## config.mk

```make
export PLATFORM = sky130hd
export DESIGN_NAME = combo_lock
export DESIGN_NICKNAME = d
export VERILOG_FILES = /design/src/rtl/combo_lock_pkg.sv /design/src/rtl/eq_cmp.sv /design/src/rtl/fail_counter.sv /design/src/rtl/lock_fsm.sv /design/src/rtl/combo_lock.sv
export SDC_FILE = /design/constraint.sdc
export NUM_CORES = 1
export LEC_CHECK = 0
export CORE_AREA = 2 2 42 44
export CTS_BUF_LIST = sky130_fd_sc_hd__clkbuf_4 sky130_fd_sc_hd__clkbuf_8
export DETAILED_ROUTE_END_ITERATION = 8
export DIE_AREA = 0 0 44 46
export GPL_TIMING_DRIVEN = 0
export PLACE_DENSITY_LB_ADDON = 0.15
export SYNTH_ARGS = -nofsm -noshare
export SYNTH_HDL_FRONTEND = slang
export SYNTH_SLANG_ARGS = --single-unit
```

## constraint.sdc

```tcl
create_clock -name clk -period 1.6 [get_ports clk]
set_clock_uncertainty 0.2 [all_clocks]
set_input_delay 0.24 -clock clk [delete_from_list [all_inputs] [get_ports clk]]
set_output_delay 0.24 -clock clk [all_outputs]
set_load 0.01 [all_outputs]
```

## src/rtl/combo_lock_pkg.sv

```systemverilog
package combo_lock_pkg;
  typedef enum logic [1:0] {
    ST_IDLE    = 2'b00,
    ST_OPEN    = 2'b01,
    ST_WRONG   = 2'b10,
    ST_LOCKOUT = 2'b11
  } lock_state_e;
endpackage

```

## src/rtl/eq_cmp.sv

```systemverilog
module eq_cmp #(
  parameter int W = 3
) (
  input  logic [W-1:0] a,
  input  logic [W-1:0] b,
  output logic         eq
);
  logic [W-1:0] diff;

  // per-bit difference, then a NOR across all bits
  for (genvar i = 0; i < W; i++) begin : g_bit
    assign diff[i] = a[i] ^ b[i];
  end

  assign eq = ~(|diff);
endmodule

```

## src/rtl/fail_counter.sv

```systemverilog
module fail_counter #(
  parameter int CNT_W = 3
) (
  input  logic             clk,
  input  logic             rst,
  input  logic             inc,
  input  logic             clr,
  output logic [CNT_W-1:0] cnt,
  output logic [CNT_W-1:0] cnt_next_inc
);
  localparam logic [CNT_W-1:0] CNT_MAX = {CNT_W{1'b1}};

  function automatic logic [CNT_W-1:0] sat_inc(input logic [CNT_W-1:0] v);
    return (v == CNT_MAX) ? v : v + 1'b1;
  endfunction

  assign cnt_next_inc = sat_inc(cnt);

  always_ff @(posedge clk) begin
    if (rst)      cnt <= '0;
    else if (clr) cnt <= '0;
    else if (inc) cnt <= cnt_next_inc;
  end
endmodule

```

## src/rtl/lock_fsm.sv

```systemverilog
module lock_fsm
  import combo_lock_pkg::*;
(
  input  logic        clk,
  input  logic        rst,
  input  logic        accept,
  input  logic        key_hit,
  input  logic        limit_hit,
  output lock_state_e state
);
  lock_state_e state_nx;

  always_comb begin
    state_nx = state;
    if (accept) begin
      if (key_hit)        state_nx = ST_OPEN;
      else if (limit_hit) state_nx = ST_LOCKOUT;
      else                state_nx = ST_WRONG;
    end
  end

  always_ff @(posedge clk) begin
    if (rst) state <= ST_IDLE;
    else     state <= state_nx;
  end
endmodule

```

## src/rtl/combo_lock.sv

```systemverilog
module combo_lock
  import combo_lock_pkg::*;
#(
  parameter int CODE_W = 3,
  parameter int CNT_W  = 3
) (
  input  logic              clk,
  input  logic              rst,
  input  logic              enter_i,
  input  logic [CODE_W-1:0] key_i,
  input  logic [CODE_W-1:0] secret_i,
  input  logic [CNT_W-1:0]  max_tries_i,
  output logic              open_o,
  output logic              wrong_o,
  output logic              lockout_o,
  output logic [1:0]        state_o
);
  // a programmed limit of zero behaves as one
  function automatic logic [CNT_W-1:0] eff_limit(input logic [CNT_W-1:0] lim);
    return (lim == '0) ? CNT_W'(1) : lim;
  endfunction

  lock_state_e      state;
  logic             accept;
  logic             key_hit;
  logic             limit_hit;
  logic             miss_evt;
  logic             hit_evt;
  logic [CNT_W-1:0] fail_cnt;
  logic [CNT_W-1:0] fail_cnt_inc;
  logic [CNT_W-1:0] limit_eff;

  assign accept    = enter_i && (state != ST_LOCKOUT);
  assign hit_evt   = accept && key_hit;
  assign miss_evt  = accept && !key_hit;
  assign limit_eff = eff_limit(max_tries_i);

  eq_cmp #(.W(CODE_W)) u_key_cmp (
    .a  (key_i),
    .b  (secret_i),
    .eq (key_hit)
  );

  eq_cmp #(.W(CNT_W)) u_limit_cmp (
    .a  (fail_cnt_inc),
    .b  (limit_eff),
    .eq (limit_hit)
  );

  fail_counter #(.CNT_W(CNT_W)) u_cnt (
    .clk          (clk),
    .rst          (rst),
    .inc          (miss_evt),
    .clr          (hit_evt),
    .cnt          (fail_cnt),
    .cnt_next_inc (fail_cnt_inc)
  );

  lock_fsm u_fsm (
    .clk       (clk),
    .rst       (rst),
    .accept    (accept),
    .key_hit   (key_hit),
    .limit_hit (limit_hit),
    .state     (state)
  );

  assign state_o   = state;
  assign open_o    = (state == ST_OPEN);
  assign wrong_o   = (state == ST_WRONG);
  assign lockout_o = (state == ST_LOCKOUT);
endmodule

```

==> results of run 1 <==
metrics by stage:
| stage | TNS (ps) | cell area [sq um] | total power, W | hold WS, ps | worst slack (ps) |
|---|---|---|---|---|---|
| final | 0 | 608 | 0.000444 | 309 | 50.1 |
| after global routing | 0 | 608 | 0.000470 | 326 | 6.55 |
| after CTS | 0 | 593 | 0.000443 | 309 | 0.198 |
| after detailed placement | -294 | 546 | 0.000271 | 303 | -120 |
| after global placement | -290 | 546 | 0.000271 | 299 | -129 |
| after floorplan | 0 | 364 | 0.000209 | 109 | 34.4 |
where the power goes:
group,total (W),internal [W],switching (W)
logic,0.000126,0.0000758,0.0000504
registers,0.000149,0.000135,0.0000144
clock network,0.000169,0.000112,0.0000572
total,0.000444,0.000322,0.000122
layout by cell type, fill, tap and decap left out, types with 2 or more instances in the layout:
master	instances
xnor2_1	6
o21ai_0	3
clkdlybuf4s50_1	11
nand4b_1	2
nor2b_1	2
a21oi_1	4
dlygate4sd2_1	4
nand4_1	2
clkbuf_4	4
dfxtp_2	2
nand2_1	3
nand3_1	2
nor2_1	2
dfxtp_4	2
worst max-delay path by stage:
stage          slack (ps)  cells past startpoint      startpoint              to
2_1_floorplan          30                      5    u_cnt.cnt[0]  u_fsm.state[0]
3_3_place_gp         -130                      5  max_tries_i[1]  u_fsm.state[0]
3_5_place_dp         -120                      5  max_tries_i[1]  u_fsm.state[0]
4_1_cts               0.2                      1  u_fsm.state[1]      state_o[1]
5_1_grt                 7                      5    u_cnt.cnt[0]  u_fsm.state[0]
6_report               50                      5    u_cnt.cnt[0]  u_fsm.state[0]
layout make-up:
cell class,instances,area share [%]
Clock buffer,4,4.94
Inverter,1,0.617
Multi-Input combinational cell,38,46.9
Sequential cell,5,18.1
Tap cell,17,3.50
Timing Repair Buffer,16,25.9
state kept, by name (all words and copies together) (netlist names):
signal       count
u_cnt.cnt        3
u_fsm.state      2
timing repair:
item                       CTS  global route
gates cloned                 0             0
setup endpoints to repair    6             2
resized for setup           12             3
setup buffers                0             0
worst reg2reg max path, stage by stage (launching register included):
cell and delay (ps):
dfxtp_4 360, ha_4 290, xnor2_2 100, nand4b_1 110, a31o_1 240, a41oi_2 170
routing by layer:
metal | track usage (%) | up-vias | share of wire, %
met1 | 13.3 | 177 | 50
met5 | 0 | - | 0
met2 | 15.6 | 7 | 47
met3 | 2.38 | 0 | 2.7
li1 | - | 203 | -
met4 | 5.45 | 0 | 0
logic make-up after synthesis:
| group | Yosys count | share of synthesized area (%) |
|---|---|---|
| xor+xnor | 7 | 16.8 |
| buf+inv | 1 | 1.03 |
| fa+ha+maj | 1 | 3.44 |
| simple gates | 17 | 25.8 |
| flops | 5 | 27.5 |
| compound gates | 13 | 25.4 |
==> out/summary.txt, run 1 <==
GRT overflow: 0
Slowest stage delay, CP: 360 ps
Primary FF master, synth: dfxtp_1
Largest net degree at the start of global routing: 8
Htree depth: 1
Worst Min Path Start: u_cnt.cnt[1]
Fmax: 645 MHz
Non-Filler Instances: 81
Peak VDD IR: 0.323 mV
Clock buffer count from CTS: 3
#FFs+latches synth: 5
Crit-path max FO: 5
DR vias: 387
Largest area contributor in the netlist: dfxtp_1
Origin of the critical flop-to-flop path: u_cnt.cnt[0]
# port buffers: 16
Reg-to-reg slack, setup: 50 ps
Top-count cell post-synth: xnor2_1
Mean Syn Cell Area: 8.27 sq um
Top Ports: 17
N_diodes: 0
Hpwl dp: 675 um
Startpoint types: flip-flop
Core area: 0.00161 sq mm
Max-slew violation count: 0
Worst path bufs/invs: 0
Wirelength, routed: 923 um
Vias per inst: 4.78
Reg2reg path depth: 5
Slowest library cell on the worst path: dfxtp_4
Post-synth top cells: 7 x xnor2_1, 5 x dfxtp_1, 4 x a21oi_1
CP cell instances: ha_4 -> xnor2_2 -> nand4b_1 -> a31o_1 -> a41oi_2
Multi-input logic area: 285 sq um
Final critical-path share of the clock period: 96.9%
RSZ-0062 raised after global routing: yes
Routability Congestion: 0.696
Maximum clock path buffer count: 2
MaxCap Viol Count: 0
Vias in the first global route: 353
Layout Area Growth over Synthesis: 67.0%
CP top delay family: compound AO/OA/AOI/OAI gates
Crit path time final: 1550 ps
Static leakage: 0.237 nW
GRT Total Usage: 10.2%
Drt pass-1 iters: 4
First-pass GRT wire length: 1510 um
CP arrival: 1510 ps
Initial antenna violation count: 0
Fillers: 170
CTS Hold Bufs: 0
PwrDens: 731 mW/mm^2
Net count after synthesis: 57
Wire per inst: 11.4 um
Worst EP required: 1560 ps
Ranking of synthesized cells by area: dfxtp_1 27%, xnor2_1 17%, a21oi_1 5.5%
Share of layout cells above drive strength 1: 20.3%
Seq. cell area: 110 sq um
Gate Count Post-Synth: 44
Hold path depth: 2
Kind of critical path: reg -> reg
# placed instances: 77
Slew @ Worst Pin: 223 ps
Worst-Skew Late Latency: 240 ps
Post-Syn Area: 364 sq um
Worst setup EP type: flip-flop
Die Wd: 44 um
Synth cell types: 21
Layout net count: 78
Max-Slew Margin vs Limit: 85.1%
Hold Vio Cnt, Final: 0
Worst hold endpoint: u_cnt.cnt[1]
Status: finished, final reports clean
R2R Path End: u_fsm.state[0]
Starting Density: 22.6%
Sequential element share of the synthesized area: 27.5%
Number of flops mapped to enable cells by yosys: 0
CTS Sinks: 5
Yosys top cell area share: 27.5%
DRC errors left: 0
Antenna viol nets, final: 0
CTS root buffer: clkbuf_4
Yosys Warn Count: 0
DRT iter0 DRCs: 11
Final setup viols: 0
Site Rows: 15
Layout Utilization: 37.7%
Die H: 46 um
Die area: 0.00202 sq mm
Clk slew on worst S/H paths: 50 ps
Worst hold path class: reg -> reg
CTS tree: yes
Ys async rst share: 0%
(Power assumes the default switching activity.)
==> run 2: changes to the inputs <==
Settings changed: ABC_AREA from default to 1, CORE_AREA 2 2 42 44 to 2 2 43 45, DIE_AREA 0 0 44 46 to 0 0 45 47.
==> out/summary.txt, run 2 <==
R2R Path End: u_fsm.state[0]
Status: finished, final reports clean
MaxCap Viol Count: 0 (unchanged)
Htree depth: 1 (unchanged)
Worst hold path class: reg -> reg
Commonest non-fill, non-tap cell in the layout: nand2_1
Post-Syn Area: 385 sq um (+5.8%)
Hold path depth: 2 (unchanged)
Final critical-path share of the clock period: 91.1% (-5.8 points)
Largest net degree at the start of global routing: 8 (unchanged)
Final setup viols: 0 (unchanged)
Site Rows: 15 (unchanged)
Largest registers: u_cnt.cnt: 3 flops, u_fsm.state: 2 flops
CP cell instances: ha_2 -> nand2_1 -> nand2_1 -> nand2_1 -> nand2_1 -> nand2_1 -> nand3_1 -> a21oi_2
Mean Syn Cell Area: 5.93 sq um (-28%)
Vias per inst: 4.35 (-8.9%)
Wire per inst: 8.38 um (-26%)
DR vias: 444 (+15%)
Static leakage: 0.331 nW (+39%)
Antenna viol nets, final: 0 (unchanged)
Top Ports: 17 (unchanged)
Startpoint types: flip-flop
Setup Slack @ Placement: -152 ps (-32.0 ps)
Post-synth top cells: 19 x nand2_1, 12 x inv_1, 10 x nand3_1
Number of flops mapped to enable cells by yosys: 0 (unchanged)
Reg-to-reg slack, setup: 140 ps (+90 ps)
Primary FF master, synth: dfxtp_1
# port buffers: 16 (unchanged)
Worst Min Path Start: u_cnt.cnt[0]
Max FFs per register: 3 (unchanged)
#FFs+latches synth: 5 (unchanged)
Most frequent CP cell: nand2_1
Int Pwr: 0.000315 W (-2.3%)
Max-Slew Margin vs Limit: 85.7% (+0.65 points)
Pwr Total: 0.000431 W (-3.1%)
Initial antenna violation count: 0 (unchanged)
Cell count along the critical path: 8 (+3)
Starting Density: 23.3% (+0.78 points)
Fillers: 197 (+16%)
Most flops, register: u_cnt.cnt
Sequential power share: 34.1% (+0.5 points)
Slew @ Worst Pin: 214 ps (-9.40 ps)
Commonest non-fill, non-tap cells in the layout: 19 x nand2_1, 12 x inv_1, 11 x clkdlybuf4s50_1
Gate Count Post-Synth: 65 (+48%)
Crit path time final: 1460 ps (-92.4 ps)
Largest area contributor in the netlist: dfxtp_1
Net count after synthesis: 78 (+37%)
Switching fraction of total power: 26.9% (-0.60 points)
Clock buffer count from CTS: 3 (unchanged)
Worst path bufs/invs: 0 (unchanged)
Max-slew violation count: 0 (unchanged)
Layout Area Growth over Synthesis: 57.8%
RSZ-0062 raised after global routing: no
Sequential element share of the synthesized area: 26.0% (-1.5 points)
CP top delay family: simple AND/OR/NAND/NOR gates
Die Wd: 45 um (+2.3%)
Top-count cell post-synth: nand2_1
Ys async rst share: 0% (unchanged)
CTS Sinks: 5 (unchanged)
Seq. cell area: 104 sq um (-5.7%)
Die area: 0.00212 sq mm (+4.5%)
GRT Total Usage: 9.16% (-1.1 points)
Core area: 0.00165 sq mm (+2.3%)
Drt pass-1 iters: 3 (-1)
PnR worst setup slack: 143 ps (+92.4 ps)
Yosys top cell area share: 26.0% (-1.5 points)
CP arrival: 1380 ps (-130 ps)
Slowest library cell on the worst path: dfxtp_1
Reg2reg path depth: 8 (+3)
Worst EP required: 1520 ps (-40 ps)
Layout net count: 99 (+27%)
Clk slew on worst S/H paths: 40 ps (about the same)
Multi-input logic area: 246 sq um (-14%)
Setup Fix Bufs, Post-CTS: 0 (unchanged)
Yosys Warn Count: 0 (unchanged)
Origin of the critical flop-to-flop path: u_cnt.cnt[1]
DRC errors left: 0 (unchanged)
Wirelength, routed: 855 um (-7.4%)
PwrDens: 708 mW/mm^2 (-3.1%)
Clock Power Share: 36.9% (-1.1 points)
WHS: 297 ps (-12.1 ps)
Worst setup EP type: flip-flop
Maximum clock path buffer count: 2 (unchanged)
N_diodes: 0 (unchanged)
Hpwl dp: 716 um (+6.2%)
Kind of critical path: reg -> reg
CTS root buffer: clkbuf_4
CTS Hold Bufs: 0 (unchanged)
Routability Congestion: 0.701 (+0.66%)
GRT overflow: 0 (unchanged)
Ranking of synthesized cells by area: dfxtp_1 26%, nand2_1 19%, nand3_1 13%
First-pass GRT wire length: 1340 um (-11%)
Resize count post-CTS: 5 (-7)
Peak VDD IR: 0.179 mV (-45%)
Hold Vio Cnt, Final: 0 (unchanged)
Synth cell types: 11 (-48%)
Vias in the first global route: 387 (+9.6%)
Sw Pwr: 0.000116 W (-5.2%)
Slowest stage delay, CP: 380 ps (+20 ps)
Worst hold endpoint: u_cnt.cnt[0]
Die H: 47 um (+2.2%)
Share of layout cells above drive strength 1: 11.8% (-8.5 points)
Crit-path max FO: 6 (+1)
Fmax: 686 MHz (+6.3%)
Worst-Skew Late Latency: 240 ps (about the same)
CTS tree: yes
DRT iter0 DRCs: 4 (-7)
Comb power frac: 29.0% (+0.6 points)
==> run 2: cell families (layout without fill, tap and decap cells) <==
kind of cell / after synthesis / after routing / synth area share [%]
AO/OA/AOI/OAI: 6 / 6 / 10.7
XOR/XNOR: 4 / 4 / 9.09
adder cells (fa/ha/maj): 1 / 1 / 3.25
buffers and inverters: 12 / 32 / 11.7
flip-flops: 5 / 5 / 26.0
AND/OR/NAND/NOR: 37 / 37 / 39.3
==> run 2: worst register-to-register path, cell delays in order, from the launching register on <==
cell and delay (ps):
dfxtp_1 380, ha_2 250, nand2_1 120, nand2_1 80, nand2_1 70, nand2_1 60, nand2_1 50, nand3_1 90
a21oi_2 50
==> run 2: worst max path at each step <==
stage / slack [ps] / end / startpoint
global route: 10 / u_fsm.state[0] / u_cnt.cnt[1]
CTS: 10 / state_o[0] / u_fsm.state[0]
global placement: -140 / u_cnt.cnt[1] / secret_i[0]
floorplan: 230 / u_fsm.state[0] / u_cnt.cnt[0]
finish: 140 / u_fsm.state[0] / u_cnt.cnt[1]
detailed placement: -150 / u_cnt.cnt[2] / key_i[1]
==> run 2: metrics by stage <==
stage                     cell area (sq um)  std cells  TNS (ps)  utilization [%]
after floorplan                         385         65         0                -
after global placement                  567         98      -568             34.3
after detailed placement                567         98      -585             34.3
after CTS                               596        102         0             36.1
after global routing                    608        102         0             36.8
final                                   608        102         0             36.8
==> run 2: per-layer routing <==
metal,vias up,track usage (%),part of all wire (%),wire length (um)
li1,242,-,-,-
met1,182,8.72,42,362
met2,18,15.7,43,368
met3,2,1.54,12,102
met4,0,10.6,2.6,22
met5,-,0,0,0
==> run 2: power by group through the flow <==
| stage | registers (W) | logic (W) | clock network [W] |
|---|---|---|---|
| floorplan | 0.000147 | 0.0000685 | 0 |
| global placement | 0.000147 | 0.000129 | 0 |
| detailed placement | 0.000148 | 0.000129 | 0 |
| CTS | 0.000146 | 0.000126 | 0.000167 |
| global route | 0.000149 | 0.000142 | 0.000171 |
| finish | 0.000147 | 0.000125 | 0.000159 |
==> run 2: final cells by class <==
type / instances / area share (%)
multi-input combinational: 48 / 40.5
clock buffer: 4 / 4.94
tap: 17 / 3.50
sequential: 5 / 17.1
inverter: 12 / 7.41
timing repair buffer: 16 / 26.5
